**src/rtl/sof_tracker.sv**
```systemverilog
module sof_tracker #(
  parameter int FRAME_W  = 11,
  parameter int MFRAME_W = 3,
  parameter int CRC_W    = 5,
  parameter int CNT_W    = 4
) (
  input  logic                 clk,
  input  logic                 rst_n,
  input  logic                 bus_rst,
  input  logic                 tok_vld,
  input  logic                 tok_micro,
  input  logic [FRAME_W-1:0]   tok_frame,
  input  logic [CRC_W-1:0]     tok_crc,
  output logic [31:0]          stat_word,
  output logic                 sof_evt,
  output logic                 msof_evt,
  output logic [CNT_W-1:0]     mf_count
);

  localparam int PAD_W = 32 - 2 - FRAME_W - MFRAME_W;
  localparam logic [CRC_W-1:0] POLY  = 5'b00101;
  localparam logic [CRC_W-1:0] RESID = 5'b01100;

  logic [FRAME_W-1:0]  fnum_q;
  logic [MFRAME_W-1:0] mfnum_q;
  logic                err_q;

  function automatic logic [CRC_W-1:0] crc_run(input logic [FRAME_W-1:0] d,
                                                input logic [CRC_W-1:0] c);
    logic [CRC_W-1:0] s;
    logic fb;
    s = '1;
    for (int i = 0; i < FRAME_W; i++) begin
      fb = d[i] ^ s[CRC_W-1];
      s  = {s[CRC_W-2:0], 1'b0} ^ (fb ? POLY : '0);
    end
    for (int i = 0; i < CRC_W; i++) begin
      fb = c[i] ^ s[CRC_W-1];
      s  = {s[CRC_W-2:0], 1'b0} ^ (fb ? POLY : '0);
    end
    return s;
  endfunction

  logic crc_bad, take, take_sof, take_msof;
  assign crc_bad   = crc_run(tok_frame, tok_crc) != RESID;
  assign take      = tok_vld && !bus_rst;
  assign take_sof  = take && !tok_micro;
  assign take_msof = take && tok_micro;

  always_ff @(posedge clk or negedge rst_n) begin
    if (!rst_n) begin
      fnum_q   <= '0;
      mfnum_q  <= '0;
      err_q    <= 1'b0;
      mf_count <= '0;
      sof_evt  <= 1'b0;
      msof_evt <= 1'b0;
    end else begin
      sof_evt  <= take_sof;
      msof_evt <= take_msof;
      if (bus_rst) begin
        fnum_q   <= '0;
        mfnum_q  <= '0;
        err_q    <= 1'b0;
        mf_count <= '0;
      end else if (take_sof) begin
        fnum_q   <= tok_frame;
        mfnum_q  <= '0;
        err_q    <= crc_bad;
        mf_count <= '0;
      end else if (take_msof) begin
        mfnum_q  <= tok_frame[MFRAME_W-1:0];
        err_q    <= crc_bad;
        mf_count <= mf_count + 1'b1;
      end
    end
  end

  assign stat_word = {{PAD_W{1'b0}}, err_q, 1'b0, fnum_q, mfnum_q};


  reserved_zero_chk: assert property (@(posedge clk) disable iff (!rst_n)
    stat_word[31:16] == '0 && !stat_word[14]);


  evt_excl_chk: assert property (@(posedge clk) disable iff (!rst_n)
    $onehot0({sof_evt, msof_evt}));


  sof_src_chk: assert property (@(posedge clk) disable iff (!rst_n)
    sof_evt |-> $past(tok_vld && !tok_micro && !bus_rst));


  msof_src_chk: assert property (@(posedge clk) disable iff (!rst_n)
    msof_evt |-> $past(tok_vld && tok_micro && !bus_rst));


  sof_clears_mf_chk: assert property (@(posedge clk) disable iff (!rst_n)
    sof_evt |-> (stat_word[2:0] == '0 && mf_count == '0));


  msof_keeps_fnum_chk: assert property (@(posedge clk) disable iff (!rst_n)
    msof_evt |-> $stable(stat_word[13:3]));


  bus_rst_clear_chk: assert property (@(posedge clk) disable iff (!rst_n)
    $past(bus_rst) |-> (stat_word == 32'h0 && mf_count == '0 && !sof_evt && !msof_evt));


  idle_hold_chk: assert property (@(posedge clk) disable iff (!rst_n)
    (!$past(tok_vld) && !$past(bus_rst)) |->
      ($stable(stat_word) && $stable(mf_count) && !sof_evt && !msof_evt));

endmodule

```
**config.mk**
```make
export PLATFORM = sky130hd
export DESIGN_NAME = sof_tracker
export DESIGN_NICKNAME = d
export VERILOG_FILES = /design/src/rtl/sof_tracker.sv
export SDC_FILE = /design/constraint.sdc
export NUM_CORES = 1
export LEC_CHECK = 0
export BUFFER_PORTS_ARGS = -buffer_cell sky130_fd_sc_hd__buf_4
export CAP_MARGIN = 20
export CORE_ASPECT_RATIO = 0.75
export CORE_UTILIZATION = 40
export DETAILED_ROUTE_END_ITERATION = 7
export PLACE_DENSITY = 0.82
export SKIP_LAST_GASP = 1
export SYNTH_ARGS = -nofsm -noshare
export SYNTH_HDL_FRONTEND = slang
export SYNTH_SLANG_ARGS = --single-unit
```
**constraint.sdc**
```tcl
create_clock -name clk -period 2.09 [get_ports clk]
set_clock_uncertainty 0.05 [all_clocks]
set_input_delay 0.1045 -clock clk [delete_from_list [all_inputs] [get_ports clk]]
set_output_delay 0.1045 -clock clk [all_outputs]
set_load 0.02 [all_outputs]
```
==> results of run 1 <==
[state kept, by name, indices dropped and copies added, names as in the netlist]
name and count:
sof_evt 1, err_q 1, mfnum_q 3, mf_count 4, msof_evt 1, fnum_q 11
[final cells by class]
cell class | count | area (um^2)
clock inverter | 1 | 5.00
fill | 270 | 1370
clock buffer | 3 | 41.3
timing repair buffer | 43 | 325
tap | 38 | 47.5
inverter | 1 | 3.75
multi-input combinational | 103 | 636
sequential | 21 | 526
[power by group]
part	total [mW]	internal [mW]	switching [mW]
combinational	0.255	0.117	0.137
sequential	0.434	0.423	0.0107
clock	0.270	0.133	0.137
total	0.959	0.674	0.285
[logic make-up after synthesis]
| group | share of synthesized area |
|---|---|
| adders and majority gates | 0.00995 |
| buffers and inverters | 0.128 |
| xor gates and xnor gates | 0.144 |
| other | 0.00298 |
| muxes | 0.0249 |
| and+or+nand+nor | 0.191 |
| DFF | 0.418 |
| AOI/OAI and AO/OA | 0.0806 |
[path summary, 6_finish.rpt]
check / cells past startpoint / slack (ns) / endpoint / start
worst max register to register: 5 / 0.98 / mf_count[2] / mf_count[0]
worst max-delay path: 6 / 0.84 / err_q / tok_frame[1]
worst min-delay path: 3 / 0.02 / fnum_q[10] / tok_frame[10]
worst min register to register: 2 / 0.49 / fnum_q[5] / fnum_q[5]
min in group asynchronous: 2 / 0.21 / mf_count[2] / rst_n
max in group asynchronous: 2 / 1.56 / fnum_q[6] / rst_n
[layer usage]
metal | wire length (um) | vias up
met5 | 0 | -
met4 | 4 | 0
met3 | 156 | 2
met2 | 1090 | 30
met1 | 1140 | 426
li1 | - | 474
[layout by cell type (no fill, tap or decap), types with 2 or more instances in the layout]
master	synthesis	final
xor2_1	4	4
conb_1	1	17
mux2i_1	2	2
a21oi_1	6	6
xnor2_1	9	9
nand2b_1	17	17
nor3_1	2	2
buf_4	18	42
clkbuf_8	0	3
nor2_1	4	4
nand3_1	6	6
nand2_1	15	15
xnor3_1	3	3
o21ai_0	11	11
dfrtp_1	21	21
[metrics by stage]
stage | hold slack (ns) | instance area [um^2]
6_report | 0.0171 | 1580
5_1_grt | 0.0235 | 1580
4_1_cts | 0.0144 | 1580
3_5_place_dp | -0.0432 | 1530
3_3_place_gp | -0.0467 | 1530
2_1_floorplan | -0.241 | 1320
[synthesized netlist by cell type]
cell      number  share of area
o21bai_1       1         0.0060
clkbuf_1       6          0.018
nor3_1         2         0.0080
conb_1         1         0.0030
a41oi_1        1         0.0070
mux2_2         1         0.0090
nor3b_1        1         0.0060
nand3_1        6          0.024
a21oi_1        6          0.024
nand2_1       15          0.045
nand2b_2       1         0.0070
dfrtp_1       21           0.42
buf_4         18           0.11
xnor3_1        3          0.054
ha_1           1         0.0099
nor2b_1        1         0.0050
xor2_1         4          0.028
inv_1          1         0.0030
xnor2_1        9          0.063
nand2b_1      17          0.085
mux2i_1        2          0.016
nor2_1         4          0.012
o21ai_0       11          0.044
[worst register-to-register path, cell delays in order, from the launching register on]
cell and delay, ns:
dfrtp_1 0.42, ha_1 0.22, nand2_1 0.06, mux2i_1 0.06, a21oi_1 0.14, nor2_1 0.05
[repair_timing]
action | in CTS | in global routing
hold buffers | 1 | 0
endpoints found under the setup margin | 0 | 0
hold endpoints to repair | 21 | 0
==> flow_metrics.py, run 1 <==
metrics = {
    "cts": {
        "clk_latency_ns": 0.26,
        "clk_pin_slew_worst_paths_ns": 0.08,
        "cts_tree": "built",
        "post_cts_resized": 0,
        "h-tree-depth": 1,
        "cts_buffer_depth": 2,
        "cts_setup_buffers": 0,
        "root_buffer": "clkbuf_8",
        "cts_buffers": 3,
        "cts_sinks": 21,
    },
    "timing": {
        "rsz0062_at_grt": "false",
        "finalSetupTns_ns": 0,
        "fmax_mhz": 801,
        "min_period_ns": 1.25,
        "hold_viol": 0,
        "setup_slack_ns": 0.842,
        "slew_violations": 0,
        "fin_crit_sh": 0.597,
        "setup_viol": 0,
    },
    "placement": {
        "port_buffers": 41,
        "place_hpwl_mm": 1.78,
        "dp_slack_ns": 0.571,
        "gp_congestion": 0.718,
        "dpl.cell_count": 205,
    },
    "finish": {
        "n_antenna_cell": 0,
        "area_delta_synth_final_pct": 26.0,
        "fin_util": 0.536,
        "layout.cells.non_filler": 210,
        "layout-drive-gt1-share": 0.285,
        "fin_nets": 195,
    },
    "floorplan": {
        "die_w_um": 66.7,
        "io_pins": 59,
        "fp-row-count": 17,
        "core_area_um2": 2960,
        "dieArea_um2": 3370,
        "start_util": 0.425,
        "die_y_um": 50.6,
    },
    "hold_path": {
        "hp-class": "input port to flop",
    },
    "route": {
        "antenna_left": 0,
        "via_per_inst": 4.44,
        "drtPass1Iterations": 4,
        "wl_mm": 2.39,
        "post-route-drc-count": 0,
        "vias": 932,
        "post_drt_wl_per_cell_um": 11.4,
        "drt_iter0_drc": 50,
    },
    "global_routing": {
        "antenna_found_initial": 0,
        "use_met3": 0.0545,
        "grt_max_degree": 24,
        "grt_use_total": 0.156,
        "grt_pass1_vias": 848,
        "grtUsageMet1": 0.208,
        "grt-busiest-layer": "met2",
        "grt-ovfl-total": 0,
        "grt_use_met2": 0.249,
        "grt_pass1_wl_mm": 3.90,
    },
    "pwr": {
        "fin_total_pwr_uw": 959,
        "p_leak_nw": 0.789,
        "ir_drop_uv": 326,
        "power_density_nw_per_um2": 605,
    },
    "worst_setup_path": {
        "path_buf_inv": 1,
        "path_class": "input port to flop",
        "slowest_delay_ns": 0.48,
        "arrival_ns": 1.33,
        "crit_path_cell_trace": "buf_4 > xor2_1 > xnor3_1 > nand2b_1 > mux2i_1 > a41oi_1",
        "cp-end-kind": "flop",
        "start_kind": "input port",
        "cpLargestDelayFamily": "XOR/XNOR gates",
        "critPathSlowestCell": "xnor3_1",
        "crit_required_ns": 2.18,
        "cp_max_fo": 4,
    },
    "logic_synthesis": {
        "synth_warnings": 0,
        "syn_inst": 133,
        "synth_seq_cells": 21,
        "syn_area_um2": 1260,
        "syn_area_per_cell_um2": 9.45,
        "ys_seq_area_frac": 0.418,
        "ys_types": 23,
    },
    "run_status": {
        "status": "completed",
    },
    "flow_run": {
        "maxCapViolCount": 0,
    },
}
(Power assumes the default switching activity.)
==> run 2, diff against run 1 <==
--- a/config.mk
+++ b/config.mk
@@ -5,12 +5,13 @@
 export SDC_FILE = /design/constraint.sdc
 export NUM_CORES = 1
 export LEC_CHECK = 0
+export ABC_AREA = 1
 export BUFFER_PORTS_ARGS = -buffer_cell sky130_fd_sc_hd__buf_4
 export CAP_MARGIN = 20
 export CORE_ASPECT_RATIO = 0.75
 export CORE_UTILIZATION = 40
 export DETAILED_ROUTE_END_ITERATION = 7
-export PLACE_DENSITY = 0.82
+export PLACE_DENSITY = 0.83
 export SKIP_LAST_GASP = 1
 export SYNTH_ARGS = -nofsm -noshare
 export SYNTH_HDL_FRONTEND = slang
==> constraint.sdc (replaced) <==
create_clock -name clk -period 1.1 [get_ports clk]
set_clock_uncertainty 0.05 [all_clocks]
set_input_delay 0.055 -clock clk [delete_from_list [all_inputs] [get_ports clk]]
set_output_delay 0.055 -clock clk [all_outputs]
set_load 0.02 [all_outputs]
==> run 2 against run 1 <==
The flow now finishes with violations (DRC). Synthesized cell count rose by 51%. Sequential share of layout area fell by 5.1 points. Register-to-register slack got worse by 0.94 ns. Critical path depth fell by 4. Synthesized area rose by 12%. Core utilization rose by 2.9 points. Hold slack improved by 0.013 ns. Count of clock-buffer cells in the layout rose by 1. First-iteration DRC count rose by 82%. Critical endpoint is now mf_count[1]. Largest power group unchanged.
==> flow_metrics.py, run 2 <==
metrics = {
    "cts": {
        "h-tree-depth": 1,
        "clk_latency_ns": 0.26,
        "cts_tree": "built",
        "clk_pin_slew_worst_paths_ns": 0.08,
        "cts_buffer_depth": 2,
        "cts_buffers": 3,
        "root_buffer": "clkbuf_8",
        "cts_sinks": 21,
    },
    "pwr": {
        "pwr-share-clk": 0.266,
        "intPower_mw": 1.29,
        "power_switching_uw": 626,
        "pwr-share-seq": 0.432,
        "ir_drop_uv": 444,
        "p_comb_frac": 0.302,
        "swShare": 0.326,
        "p_leak_nw": 1.12,
        "fin_total_pwr_mw": 1.92,
        "power_density_nw_per_um2": 1020,
    },
    "timing": {
        "finalSetupTns_ns": 0,
        "fin_crit_sh": 0.969,
        "min_period_ns": 1.07,
        "whs_ns": 0.0300,
        "hold_viol": 0,
        "rsz0062_at_grt": "false",
        "setup_viol": 0,
        "slew_violations": 0,
        "setup_slack_ns": 0.0337,
        "fmax_mhz": 938,
    },
    "hold_path": {
        "hold_depth": 3,
        "hp-class": "input port to flop",
    },
    "worst_setup_path": {
        "crit_required_ns": 1.00,
        "rrSetupSlack_ns": 0.04,
        "start_kind": "flop",
        "r2r_cells": 2,
        "cp-end-kind": "output pin",
        "arrival_ns": 0.96,
        "path_class": "flop to output pin",
        "cp_max_fo": 3,
    },
    "route": {
        "wl_mm": 3.26,
        "antenna_left": 0,
        "post_drt_wl_per_cell_um": 10.9,
        "post-route-drc-count": 11,
        "drtPass1Iterations": 6,
        "vias": 1391,
        "via_per_inst": 4.65,
        "drt_iter0_drc": 91,
    },
    "floorplan": {
        "io_pins": 59,
        "fp-row-count": 18,
        "die_w_um": 70.5,
        "dieArea_um2": 3770,
        "core_area_um2": 3330,
        "start_util": 0.423,
        "die_y_um": 53.4,
    },
    "logic_synthesis": {
        "synthTopCellsByArea": "dfrtp_1, nand2_1, buf_4, nand3_1, inv_1",
        "ys_types": 22,
        "ys.flop_type": "dfrtp_1",
        "syn_area_per_cell_um2": 7.01,
        "ys_top_cells_by_count": "nand2_1, inv_1, nand3_1",
        "synth_warnings": 0,
        "synth_seq_cells": 21,
        "syn_inst": 201,
        "syn_area_um2": 1410,
        "synth_top_area_frac": 0.373,
        "yosys.area.top_type": "dfrtp_1",
        "synth.most_common_cell": "nand2_1",
        "ys_seq_area_frac": 0.373,
        "synth_enable_flop_cells": 0,
        "async_flop_share": 1.00,
    },
    "global_routing": {
        "grt_pass1_wl_mm": 5.10,
        "grt_pass1_vias": 1174,
        "grt_max_degree": 23,
        "grt_use_total": 0.182,
        "antenna_found_initial": 0,
        "grt-ovfl-total": 0,
    },
    "finish": {
        "largest_register_ffs": 11,
        "fin_nets": 282,
        "final_common_cell": "nand2_1",
        "layout.cells.non_filler": 299,
        "area_delta_synth_final_pct": 33.6,
        "layout-drive-gt1-share": 0.320,
        "largest-register": "fnum_q",
        "n_antenna_cell": 0,
        "final_cell_mix": "nand2_1, buf_4, inv_1",
        "reg.largest.list": "fnum_q (11), mf_count (4), mfnum_q (3)",
    },
    "flow_run": {
        "maxCapViolCount": 0,
    },
    "placement": {
        "place_hpwl_mm": 2.68,
        "gp_congestion": 0.885,
        "port_buffers": 41,
        "dpl.cell_count": 292,
        "dp_slack_ns": -0.172,
    },
    "run_status": {
        "violations": "DRC",
        "status": "finished with violations",
    },
}
-- run 2: final timing paths --
kind                              start     endpoint
max in group asynchronous         rst_n  mf_count[1]
min in group asynchronous         rst_n     msof_evt
min                        tok_frame[9]    fnum_q[9]
min reg2reg                  mfnum_q[2]   mfnum_q[2]
max reg2reg                 mf_count[0]  mf_count[1]
max                         mf_count[1]  mf_count[1]
-- run 2: kinds of logic (layout without fill, tap and decap cells) --
logic type	after synthesis	after routing	share of synthesized area
flip-flops	21	21	0.373
other	1	17	0.00266
buffers and inverters	49	91	0.179
AO/OA/AOI/OAI	19	19	0.0702
XOR/XNOR	4	4	0.0249
AND/OR/NAND/NOR	106	106	0.341
adder cells (fa/ha/maj)	1	1	0.00888
-- run 2: worst max-delay path, cell delays in order, from the launching register on --
cell and delay (ns):
dfrtp_2 0.41, buf_4 0.14, buf_4 0.15
-- run 2: layout make-up --
cell class	instances	area, um^2
clock buffer	4	45.0
tap	40	50.0
timing repair buffer	59	460
sequential	21	528
multi-input combinational	147	693
fill	314	1450
inverter	28	105
-- run 2: power groups by stage --
stage | registers, mW | logic [mW] | clock network, mW
5_1_grt | 0.831 | 0.639 | 0.548
3_3_place_gp | 0.842 | 0.551 | 0
3_5_place_dp | 0.842 | 0.569 | 0
6_report | 0.827 | 0.580 | 0.510
4_1_cts | 0.828 | 0.575 | 0.515
2_1_floorplan | 0.877 | 0.342 | 0
-- run 2: what timing repair did --
action | in CTS | in global routing
endpoints found under the setup margin | 0 | 2
setup buffers | 0 | 1
resized for setup | 0 | 1
endpoints found under the hold margin | 22 | 0
hold buffers | 2 | 0
-- run 2: metal layers --
| layer | routed length, um | GRT usage | part of all wire |
|---|---|---|---|
| met5 | 0 | 0 | 0 |
| met4 | 40 | 0.0600 | 0.012 |
| met3 | 155 | 0.0400 | 0.048 |
| met2 | 1590 | 0.312 | 0.49 |
| met1 | 1470 | 0.231 | 0.45 |
-- run 2: per-stage QoR --
stage,instance area (um^2),util
5_1_grt,1880,0.565
3_5_place_dp,1810,0.542
2_1_floorplan,1470,-
3_3_place_gp,1810,0.542
4_1_cts,1870,0.562
6_report,1880,0.565
==> run 3, diff against run 2 <==
--- a/config.mk
+++ b/config.mk
@@ -9,9 +9,9 @@
 export BUFFER_PORTS_ARGS = -buffer_cell sky130_fd_sc_hd__buf_4
 export CAP_MARGIN = 20
 export CORE_ASPECT_RATIO = 0.75
-export CORE_UTILIZATION = 40
+export CORE_UTILIZATION = 43
 export DETAILED_ROUTE_END_ITERATION = 7
-export PLACE_DENSITY = 0.83
+export PLACE_DENSITY = 0.88
 export SKIP_LAST_GASP = 1
 export SYNTH_ARGS = -nofsm -noshare
 export SYNTH_HDL_FRONTEND = slang
==> run 3 against run 2 <==
The flow now finishes without violations. Fmax decreased by 0.39%. Sequential power about the same. Count of clock-buffer cells in the layout unchanged. First-iteration DRC count decreased by 40%. Flip-flop and latch count unchanged. Sequential share of layout area increased by 0.11 points. Routed wire length increased by 2.0%. Core utilization increased by 5.6 points. Design area decreased by 0.40%. Die area decreased by 6.8%. Final cell count decreased by 1.0%.
==> flow_metrics.py, run 3 (synthesis results as in run 2) <==
metrics = {
    "worst_setup_path": {
        "crit_required_ns": 1.00,
        "rrSetupSlack_ns": 0.04,
        "path_class": "flop to output pin",
        "arrival_ns": 0.97,
        "r2r-end": "mf_count[2]",
        "cp_max_fo": 3,
        "r2r-start": "mf_count[1]",
        "r2r_cells": 3,
        "cp-end-kind": "output pin",
        "setup.worst_path.start": "mf_count[1]",
        "start_kind": "flop",
        "setup.worst_path.end": "mf_count[1]",
    },
    "finish": {
        "largest-register": "fnum_q",
        "fin_nets": 281,
        "final_common_cell": "nand2_1",
        "largest_register_ffs": 11,
        "area_delta_synth_final_pct": 33.0,
        "n_antenna_cell": 0,
        "layout-drive-gt1-share": 0.318,
        "reg.largest.list": "fnum_q (11), mf_count (4), mfnum_q (3)",
        "final_cell_mix": "nand2_1, buf_4, inv_1",
        "fillers": 284,
        "layout.cells.non_filler": 296,
    },
    "floorplan": {
        "die_w_um": 68.1,
        "start_util": 0.466,
        "fp-row-count": 17,
        "dieArea_um2": 3510,
        "core_area_um2": 3020,
        "die_y_um": 51.6,
        "io_pins": 59,
    },
    "timing": {
        "setup_slack_ns": 0.0295,
        "hold_viol": 0,
        "min_period_ns": 1.07,
        "slew_violations": 0,
        "fin_crit_sh": 0.973,
        "setup_viol": 0,
        "finalSetupTns_ns": 0,
        "fmax_mhz": 934,
        "rsz0062_at_grt": "false",
    },
    "route": {
        "post_drt_wl_per_cell_um": 11.2,
        "vias": 1358,
        "via_per_inst": 4.59,
        "drt_iter0_drc": 55,
        "antenna_left": 0,
        "drtPass1Iterations": 4,
        "post-route-drc-count": 0,
        "wl_mm": 3.33,
    },
    "cts": {
        "root_buffer": "clkbuf_8",
        "cts_tree": "built",
        "clk_latency_ns": 0.26,
        "cts_setup_buffers": 0,
        "cts_buffers": 3,
        "h-tree-depth": 1,
        "cts_buffer_depth": 2,
        "cts_sinks": 21,
        "clk_pin_slew_worst_paths_ns": 0.08,
    },
    "global_routing": {
        "grt_pass1_vias": 1295,
        "antenna_found_initial": 0,
        "grt_pass1_wl_mm": 5.42,
        "grt_max_degree": 23,
        "grt_use_total": 0.211,
        "grt-ovfl-total": 0,
    },
    "placement": {
        "dpl.cell_count": 290,
        "gp_congestion": 0.790,
        "port_buffers": 41,
        "place_hpwl_mm": 2.69,
        "dp_slack_ns": -0.125,
    },
    "pwr": {
        "ir_drop_uv": 521,
        "power_density_nw_per_um2": 1020,
        "p_leak_nw": 1.12,
    },
    "hold_path": {
        "hp-class": "input port to flop",
    },
    "flow_run": {
        "maxCapViolCount": 0,
    },
    "run_status": {
        "status": "completed",
    },
}
run 3: cell count changes in the layout (fill, tap and decap cells not counted), sizes merged:
cell	change
buf	-1
run 3: how the worst min path moves through the flow:
stage | startpoint | to | slack [ns] | cells past startpoint
2_1_floorplan | rst_n | err_q | -0.29 | 0
3_3_place_gp | rst_n | mf_count[3] | -0.10 | 1
3_5_place_dp | rst_n | mf_count[3] | -0.1 | 1
4_1_cts | tok_frame[9] | fnum_q[9] | 0.02 | 3
5_1_grt | tok_frame[3] | fnum_q[3] | 0.05 | 3
6_report | tok_frame[9] | fnum_q[9] | 0.03 | 3
run 3: metrics by stage:
stage | instance area, um^2 | util | hold slack (ns) | power (mW)
after floorplan | 1470 | - | -0.291 | 1.22
after global placement | 1800 | 0.597 | -0.103 | 1.39
after detailed placement | 1800 | 0.597 | -0.0950 | 1.41
after CTS | 1870 | 0.619 | 0.0219 | 1.92
after global routing | 1870 | 0.621 | 0.0538 | 2.02
final | 1870 | 0.621 | 0.0250 | 1.92
run 3: report_power, final:
group | switching (mW) | internal (mW) | leakage, nW
sequential | 0.0210 | 0.805 | 0.281
combinational | 0.348 | 0.225 | 0.812
clock | 0.261 | 0.258 | 0.0228
run 3: final cells by class:
cell class / instances / area (um^2) / area share
Multi-Input combinational cell: 147 / 696 / 0.371
Sequential cell: 21 / 528 / 0.282
Timing Repair Buffer: 58 / 453 / 0.242
Inverter: 28 / 105 / 0.0561
Tap cell: 38 / 47.5 / 0.0254
Clock buffer: 4 / 45.0 / 0.0240
run 3: metal layers:
layer	up-vias	part of all wire	GRT usage
li1	702	-	-
met4	0	0.016	0.0625
met2	41	0.49	0.369
met5	-	0	0
met3	9	0.051	0.0482
met1	606	0.44	0.255
run 3: what timing repair did:
action | CTS | global route
hold endpoints to repair | 22 | 0
gates resized for setup | 0 | 2
hold buffers | 2 | 0
endpoints found under the setup margin | 0 | 2
run 3: critical path: stages (launching register included):
cell	delay (ns)
dfrtp_2	0.41
buf_4	0.14
buf_4	0.15
